[config.mk]
export PLATFORM = sky130hd
export DESIGN_NAME = vfs_stepper
export DESIGN_NICKNAME = d
export VERILOG_FILES = /design/src/rtl/vfs_pkg.sv /design/src/rtl/vfs_next_set.sv /design/src/rtl/vfs_cond.sv /design/src/rtl/vfs_stepper.sv
export SDC_FILE = /design/constraint.sdc
export NUM_CORES = 1
export LEC_CHECK = 0
export ABC_AREA = 1
export BUFFER_PORTS_ARGS = -buffer_cell sky130_fd_sc_hd__buf_2
export CORE_MARGIN = 5
export CORE_UTILIZATION = 40
export DETAILED_ROUTE_END_ITERATION = 8
export PLACE_DENSITY_LB_ADDON = 0.05
export SLEW_MARGIN = 20
export SYNTH_ARGS = -nofsm -noshare
export SYNTH_HDL_FRONTEND = slang
export SYNTH_SLANG_ARGS = --single-unit
[constraint.sdc]
create_clock -name clk -period 9 [get_ports clk]
set_input_delay 1.8 -clock clk [delete_from_list [all_inputs] [get_ports clk]]
set_output_delay 1.8 -clock clk [all_outputs]
set_load 0.05 [all_outputs]
[src/rtl/vfs_pkg.sv]
package vfs_pkg;
   localparam int SEL_W   = 3;
   localparam int LOOP_W  = 3;
   localparam logic [SEL_W-1:0] SEL_RET_SRC = 3'd5;
   localparam logic [SEL_W-1:0] SEL_RET_DST = 3'd6;

   typedef struct packed {
      logic lt;
      logic gt;
      logic eq;
      logic so;
   } cond_t;
endpackage

[src/rtl/vfs_next_set.sv]
module vfs_next_set #(
   parameter int NELEM = 64,
   localparam int IDXW = $clog2(NELEM),
   localparam int VLW  = $clog2(NELEM + 1)
) (
   input  logic [NELEM-1:0] mask,
   input  logic [IDXW-1:0]  cur,
   input  logic [VLW-1:0]   vl,
   output logic             found,
   output logic [IDXW-1:0]  nxt
);
   logic [NELEM-1:0] qual;

   generate
      for (genvar g = 0; g < NELEM; g++) begin : g_qual
         assign qual[g] = mask[g] && (IDXW'(g) > cur) && (VLW'(g) < vl);
      end
   endgenerate

   always_comb begin
      nxt = '0;
      for (int i = NELEM - 1; i >= 0; i--) begin
         if (qual[i]) nxt = IDXW'(i);
      end
   end

   assign found = |qual;
endmodule

[src/rtl/vfs_cond.sv]
module vfs_cond
   import vfs_pkg::*;
#(
   parameter int NSTATE = 4
) (
   input  logic [SEL_W-1:0]         sel,
   input  logic [NSTATE*LOOP_W-1:0] loop_end,
   input  logic                     wrap,
   output cond_t                    cr
);
   logic [LOOP_W-1:0] picked;

   always_comb begin
      picked = '0;
      for (int k = 0; k < NSTATE; k++) begin
         if (sel == SEL_W'(k + 1)) picked = loop_end[k*LOOP_W +: LOOP_W];
      end
      cr.eq = picked[0];
      cr.lt = picked[1];
      cr.gt = picked[2];
      cr.so = wrap;
   end
endmodule

[src/rtl/vfs_stepper.sv]
module vfs_stepper
   import vfs_pkg::*;
#(
   parameter int NELEM  = 64,
   parameter int DATA_W = 64,
   parameter int NSTATE = 4,
   localparam int IDXW  = $clog2(NELEM),
   localparam int VLW   = $clog2(NELEM + 1)
) (
   input  logic                     clk,
   input  logic                     rst_n,
   input  logic [VLW-1:0]           vl,
   input  logic [NELEM-1:0]         src_mask,
   input  logic [NELEM-1:0]         dst_mask,
   input  logic                     step_en,
   input  logic                     vf,
   input  logic                     vs,
   input  logic                     ms,
   input  logic [SEL_W-1:0]         sel,
   input  logic                     rc,
   input  logic                     rt_nz,
   input  logic [NSTATE*LOOP_W-1:0] loop_end,
   output logic [IDXW-1:0]          src_idx,
   output logic [IDXW-1:0]          dst_idx,
   output logic                     vec_end,
   output logic                     cr_valid,
   output logic [3:0]               cr_field,
   output logic                     ret_valid,
   output logic [DATA_W-1:0]        ret_value
);
   initial begin
      if (NELEM < 2 || (1 << IDXW) != NELEM)
         $fatal(1, "NELEM must be a power of two of at least 2");
      if (DATA_W < IDXW)
         $fatal(1, "DATA_W too narrow for an element position");
      if (NSTATE < 1 || NSTATE > 4)
         $fatal(1, "NSTATE must be 1..4 to leave selectors 5 and 6 free");
   end

   logic            accept;
   logic            s_found, d_found, wrap;
   logic [IDXW-1:0] s_nxt, d_nxt, src_new, dst_new;
   cond_t           cr_nxt;
   logic            ret_hit;
   logic [DATA_W-1:0] ret_nxt;

   assign accept = step_en & vf & ~vs & ~ms;

   vfs_next_set #(.NELEM(NELEM)) u_src_find (
      .mask(src_mask), .cur(src_idx), .vl(vl), .found(s_found), .nxt(s_nxt));

   vfs_next_set #(.NELEM(NELEM)) u_dst_find (
      .mask(dst_mask), .cur(dst_idx), .vl(vl), .found(d_found), .nxt(d_nxt));

   assign wrap    = ~(s_found & d_found);
   assign src_new = wrap ? '0 : s_nxt;
   assign dst_new = wrap ? '0 : d_nxt;

   vfs_cond #(.NSTATE(NSTATE)) u_cond (
      .sel(sel), .loop_end(loop_end), .wrap(wrap), .cr(cr_nxt));

   assign ret_hit = rt_nz & ((sel == SEL_RET_SRC) | (sel == SEL_RET_DST));

   generate
      if (DATA_W > IDXW) begin : g_ret_wide
         assign ret_nxt = {{(DATA_W-IDXW){1'b0}},
                           (sel == SEL_RET_SRC) ? src_new : dst_new};
      end else begin : g_ret_exact
         assign ret_nxt = (sel == SEL_RET_SRC) ? src_new : dst_new;
      end
   endgenerate

   always_ff @(posedge clk or negedge rst_n) begin
      if (!rst_n) begin
         src_idx   <= '0;
         dst_idx   <= '0;
         vec_end   <= 1'b0;
         cr_valid  <= 1'b0;
         cr_field  <= '0;
         ret_valid <= 1'b0;
         ret_value <= '0;
      end else begin
         cr_valid  <= accept & rc;
         ret_valid <= accept & ret_hit;
         if (accept) begin
            src_idx <= src_new;
            dst_idx <= dst_new;
            vec_end <= wrap;
            if (rc)      cr_field  <= cr_nxt;
            if (ret_hit) ret_value <= ret_nxt;
         end
      end
   end
endmodule

==> Word level (Yosys, flattened, before mapping) <==
Cells that the tools add are included.
{ "word_totals": {"output_inout_bits": 83, "elab_cells": 611, "regBits": 25, "inputBits": 158} }
{ "classes": {"n_eq_ne": 6, "mux": 135, "bitwise_logic": 11, "n_lt_le_gt_ge": 192, "reduce_logical": 260} }
{ "ops": {"columns": ["operator", "n"], "rows": [
  ["6-bit two-way mux", 131],
  ["6-bit > comparator (first input constant)", 64],
  ["1-bit logical AND", 256],
  ["6-bit by 7-bit less-than comparator with 1-bit output (first input constant)", 32],
  ["5-bit by 6-bit > comparator with 1-bit output (first input constant)", 32],
  ["64-bit OR reduction", 2],
  ["5-bit by 7-bit less-than comparator with 1-bit output (first input constant)", 16],
  ["4-bit by 6-bit > comparator with 1-bit output (first input constant)", 16],
  ["4-bit by 7-bit less-than comparator with 1-bit output (first input constant)", 8],
  ["3-bit by 6-bit > comparator with 1-bit output (first input constant)", 8],
  ["3-bit by 7-bit less-than comparator with 1-bit output (first input constant)", 4],
  ["1-bit by 6-bit > comparator with 1-bit output (first input constant)", 4],
  ["2-bit by 6-bit > comparator with 1-bit output (first input constant)", 4],
  ["1-bit by 7-bit less-than comparator with 1-bit output (first input constant)", 2],
  ["2-bit by 7-bit less-than comparator with 1-bit output (first input constant)", 2],
  ["3-bit two-way mux", 4],
  ["3-bit == test (second input constant)", 3],
  ["1-bit AND", 7],
  ["3-bit by 2-bit == test with 1-bit output (second input constant)", 2],
  ["2-bit AND reduction", 2],
  ["3-bit by 1-bit == test with 1-bit output (second input constant)", 1],
  ["1-bit inverter", 3],
  ["1-bit bitwise OR", 1]
]} }

==> Depth between registers and ports, before layout <==
{ "logic_depth": {"ltp_word": 69, "mapped_depth": 70, "mapped_depth_nobuf": 69} }

==> Cells and area by module <==
From an unflattened synthesis, not the netlist that was laid out.
{ "hier_totals": {"cells_unflattened": 1186, "hier_area_um2": 6198.4} }
{ "by_module_without_submodules": {"columns": ["mod", "cells_per_inst", "n_inst", "seq_area_each_um2", "area_per_inst_um2"], "rows": [
  ["vfs_next_set", 473, 2, 0.0, 2238.4],
  ["vfs_stepper", 218, 1, 625.6, 1596.5],
  ["vfs_cond", 22, 1, 0.0, 125.1]
]} }

==> Least setup slack after synthesis <==
Ideal clock, no wire load.
{ "synth_timing": {"kind": "in2reg", "from": "in vl[4]", "to": "reg ret_value[0]", "path_buffers": 0, "t_required_ns": 8.882, "arrival_time_ns": 5.127, "cell_stages": 69, "setup_ns": 0.118, "path_slack_ns": 3.756, "cell_sequence": "nand2_1 nor2_4 inv_2 nand2_2 o21ai_2 clkinv_2 nand2_1 nand2_1 nand2_1 nand2_1 nand2_1 nand2_1 nand2_1 nand2_1 nand2_1 nand2_1 nand2_1 nand2_1 [... 33 more ...] nand2_1 nand2_1 nand2_1 nand2_1 nand2_1 nand2_1 nand2_1 nand2_1 nand2_1 nand2_1 nand2_1 nand2_1 nand2_1 nand2_1 nand2_2 nand3_2 nand3_2 nand2_1"} }
{ "synth_via": {"elab_chain_cells": 68, "elab_cells_between_ends": 326, "cone_classes": "order compare (64); mux (131); bitwise (1); reduce/logical (130)"} }
{ "synth_rtl": {"columns": ["item", "line_no", "rtl"], "rows": [
  ["start, declared", "vfs_stepper.sv:12", "input logic [VLW-1:0] vl,"],
  ["6-bit by 7-bit less-than comparator with 1-bit output", "vfs_next_set.sv:16", "assign qual[g] = mask[g] && (IDXW'(g) > cur) && (VLW'(g) < vl);"],
  ["1-bit logical AND", "vfs_next_set.sv:16", null],
  ["6-bit two-way mux (64 in a row)", "vfs_next_set.sv:23", "if (qual[i]) nxt = IDXW'(i);"],
  ["6-bit two-way mux (on tied branches)", "vfs_stepper.sv:57, vfs_stepper.sv:56", null],
  ["6-bit two-way mux (*)", "vfs_stepper.sv:67", "(sel == SEL_RET_SRC) ? src_new : dst_new};"],
  ["end signal, assigned", "vfs_stepper.sv:90", "if (ret_hit) ret_value <= ret_nxt;"],
  ["end, declared", "vfs_stepper.sv:29", "output logic [DATA_W-1:0] ret_value"]
]} }
Every way passes the cells marked *; elsewhere a longest branch is shown, timed or not.
A chain may end at the register's enable or synchronous reset.

==> Worst setup path in the final report <==
{ "layout_timing": {"from": "in vl[6]", "to": "reg ret_value[0]"} }
The elaborated chain is that of the path after synthesis.

==> results by group <==
Outcome
  • Outcome: finished clean

Timing
  • Period minus WS final: 5.96 ns
  • Endpoints failing hold: 0
  • Worst-margin pin slew: 0.853 ns
  • Pins Over Slew Limit: 0
  • Setup TNS: 0 ns
  • Hold Slack: 0.484 ns
  • Rel. slew slack: 0.427
  • Fmax: 168 MHz
  • Period utilisation layout: 0.662
  • Final worst setup slack: 3.04 ns
  • Setup violators final: 0
  • RSZ-0062 raised after global routing: no
  • Layout Skew: 0.00222 ns

Clock network
  • Maximum clock path buffer count: 2
  • Post-CTS Setup Repair Bufs: 0
  • Root Driver: clkbuf_16
  • Cts hold-fix bufs: 0
  • CTS H-tree depth: 1
  • TritonCTS clock tree: built
  • Post_cts resized: 0
  • CTS clk-pin slew, worst paths: 0.06 ns
  • Clock Latency Late Sink: 0.26 ns
  • TritonCTS Buffers: 3
  • Clock sinks: 25

Logic synthesis
  • Distinct cells, synth: 43
  • Syn Std Cell Area: 5320 um^2
  • Largest cells by area after synthesis: nand2_1, dfrtp_1, nor2_1
  • YS warnings: 0
  • FF+latch count, synth: 25
  • Post-synthesis async set-or-reset flop share: 1.00
  • Register area share after synthesis: 0.118
  • EDFF count, synth: 0
  • Post-synth top area share: 0.206
  • Avg Inst Size Synth: 5.16 um^2
  • Post-synth top flop: dfrtp_1
  • Cells after Synth: 1,030
  • Yosys top cell by area: nand2_1

Hold path
  • Hold Crit Depth: 2
  • HP Class: reg2reg
  • WHS Endpoint: ret_value[0]
  • Hold_sp: ret_value[0]

Detailed routing
  • Routed WL per cell: 16.9 um
  • # DRC: 0
  • Vias per cell: 5.21
  • Final ANT Viol Nets: 0
  • DR iter-0 viols: 650
  • Pre-antenna DRT Iters: 5
  • Total Wirelength: 23,200 um
  • Total number of vias: 7,147

Layout
  • Final instance area: 6200 um^2
  • Synth-to-layout area growth: 16.7%
  • Fin cells: 1,371
  • Antenna cells: 0
  • Fin util: 0.472
  • Layout Nets: 1,354
  • Layout cells sized above 1: 0.182

Pwr
  • Clk network pwr share: 0.108
  • Comb pwr share: 0.683
  • P_leak: 3.56 nW
  • Power Density: 148 nW/um^2
  • Maximum VDD drop: 0.174 mV
  • Int Power: 0.351 mW
  • Net switching fraction of the power: 0.618
  • NetSw: 0.568 mW
  • Total power: 0.919 mW
  • Share of power burned in registers: 0.209

Placed design
  • Placed insts: 1,367
  • HPWL Detailed: 20,100 um
  • Placed cell areas: 6130 um^2
  • Final Wtd Congestion: 0.977
  • Pre-CTS setup slack: 2.84 ns
  • IO Port Bufs: 180

Worst setup path
  • CP max FO: 8
  • Setup CP Type: in2reg
  • CP required: 9.15 ns
  • CP max-delay cell: a21oi_1
  • R2r worst-path depth: 67
  • R2R Path Start: src_idx[1]
  • Crit end category: flip-flop
  • Crit path DAT: 6.11 ns
  • CP dominant cell by count: nand2_1
  • R2R Path End: ret_value[0]
  • Max incr delay on CP: 0.41 ns
  • Crit start category: primary input
  • Flop2flop setup slack: 3.77 ns

Floorplanning
  • # rows: 42
  • Die width: 125 um
  • Initial Util: 0.405
  • Die ar.: 15,700 um^2
  • Die Y: 125 um
  • Core area: 13,100 um^2
  • IO Pins: 241

GRT
  • M3 GR Usage: 0.0294
  • Met1 GRT Util: 0.364
  • Vias in the first global route: 6,668
  • GRT busiest layer: met2
  • Initial antenna violation count: 0
  • Met2 GRT Util: 0.459
  • GRT Total Usage: 0.276
  • Largest net degree at the start of global routing: 26
  • Grt total ovfl: 0
  • First-pass GRT wire length: 34,500 um

Flow run
  • Max cap viols: 0
-- registers in the layout, indices dropped and copies added (netlist names) --
signal,cells
dst_idx,6
ret_value,6
src_idx,6
cr_field,4
cr_valid,1
ret_valid,1
vec_end,1
-- worst max-delay path, delay by kind of cell --
kind / cells / cell delay, ns
buffers and inverters: 4 / 0.54
AO/OA/AOI/OAI: 1 / 0.41
AND/OR/NAND/NOR: 53 / 3.34
-- cells by family after synthesis --
group | after synthesis | share of synthesized area
compound gates | 191 | 0.211
buf+inv | 235 | 0.212
flops | 25 | 0.118
other cells | 1 | 0.000705
simple gates | 578 | 0.458
-- placed cells by master, fill, tap and decap left out, drive strengths merged, types with 4 or more instances in the layout --
master	synthesis	final
a31oi	10	10
a21oi	57	57
nand4	19	19
inv	155	155
o211ai	8	8
o2111ai	12	12
clkbuf	8	4
conb	1	58
nand2	303	303
a22o	5	5
nor2	145	145
o21ai	80	80
nor3b	4	4
dfrtp	25	25
nand3	75	75
nor3	24	24
buf	69	181
-- cell type report --
cell class              instances  area [um^2]
clock buffers                   4         78.8
fillers                      1563         6930
inverters                     158          594
flip-flops and latches         25          626
well taps                     176          220
repair buffers                181          908
multi-input cells             827         3780
-- worst max path at each step --
stage	from	to	slack (ns)	depth (start not counted)
after detailed placement	vl[6]	ret_value[0]	2.84	58
final	vl[6]	ret_value[0]	3.04	58
after global placement	vl[6]	ret_value[0]	2.82	58
after floorplan	vl[4]	ret_value[0]	3.76	69
after global routing	vl[2]	dst_idx[0]	2.35	66
after CTS	vl[6]	ret_value[0]	3.10	58
-- power by group through the flow --
| stage | logic [mW] | clock network [mW] | registers [mW] |
|---|---|---|---|
| after global routing | 0.686 | 0.107 | 0.196 |
| after detailed placement | 0.615 | 0 | 0.191 |
| after global placement | 0.616 | 0 | 0.192 |
| final | 0.628 | 0.0989 | 0.192 |
| after CTS | 0.619 | 0.102 | 0.190 |
| after floorplan | 0.401 | 0 | 0.235 |
-- layer usage --
metal,vias to the layer above,wire length [um]
li1,3568,-
met1,3168,9820
met2,351,10600
met3,60,1700
met4,0,1070
met5,-,0
-- cell usage after synthesis (3+ instances only) --
cell type and instances:
a21oi_1 57, a22o_1 5, a31oi_1 10, buf_2 6, buf_4 63, clkbuf_1 8, dfrtp_1 25, inv_1 140
inv_2 15, nand2_1 292, nand2_2 11, nand3_1 73, nand4_1 19, nor2_1 142, nor3_1 24, nor3b_1 4
nor4_1 3, o2111ai_1 12, o211ai_1 8, o21ai_0 70, o21ai_1 8, o21bai_1 3
No activity file was read; power rests on OpenSTA's default activity.
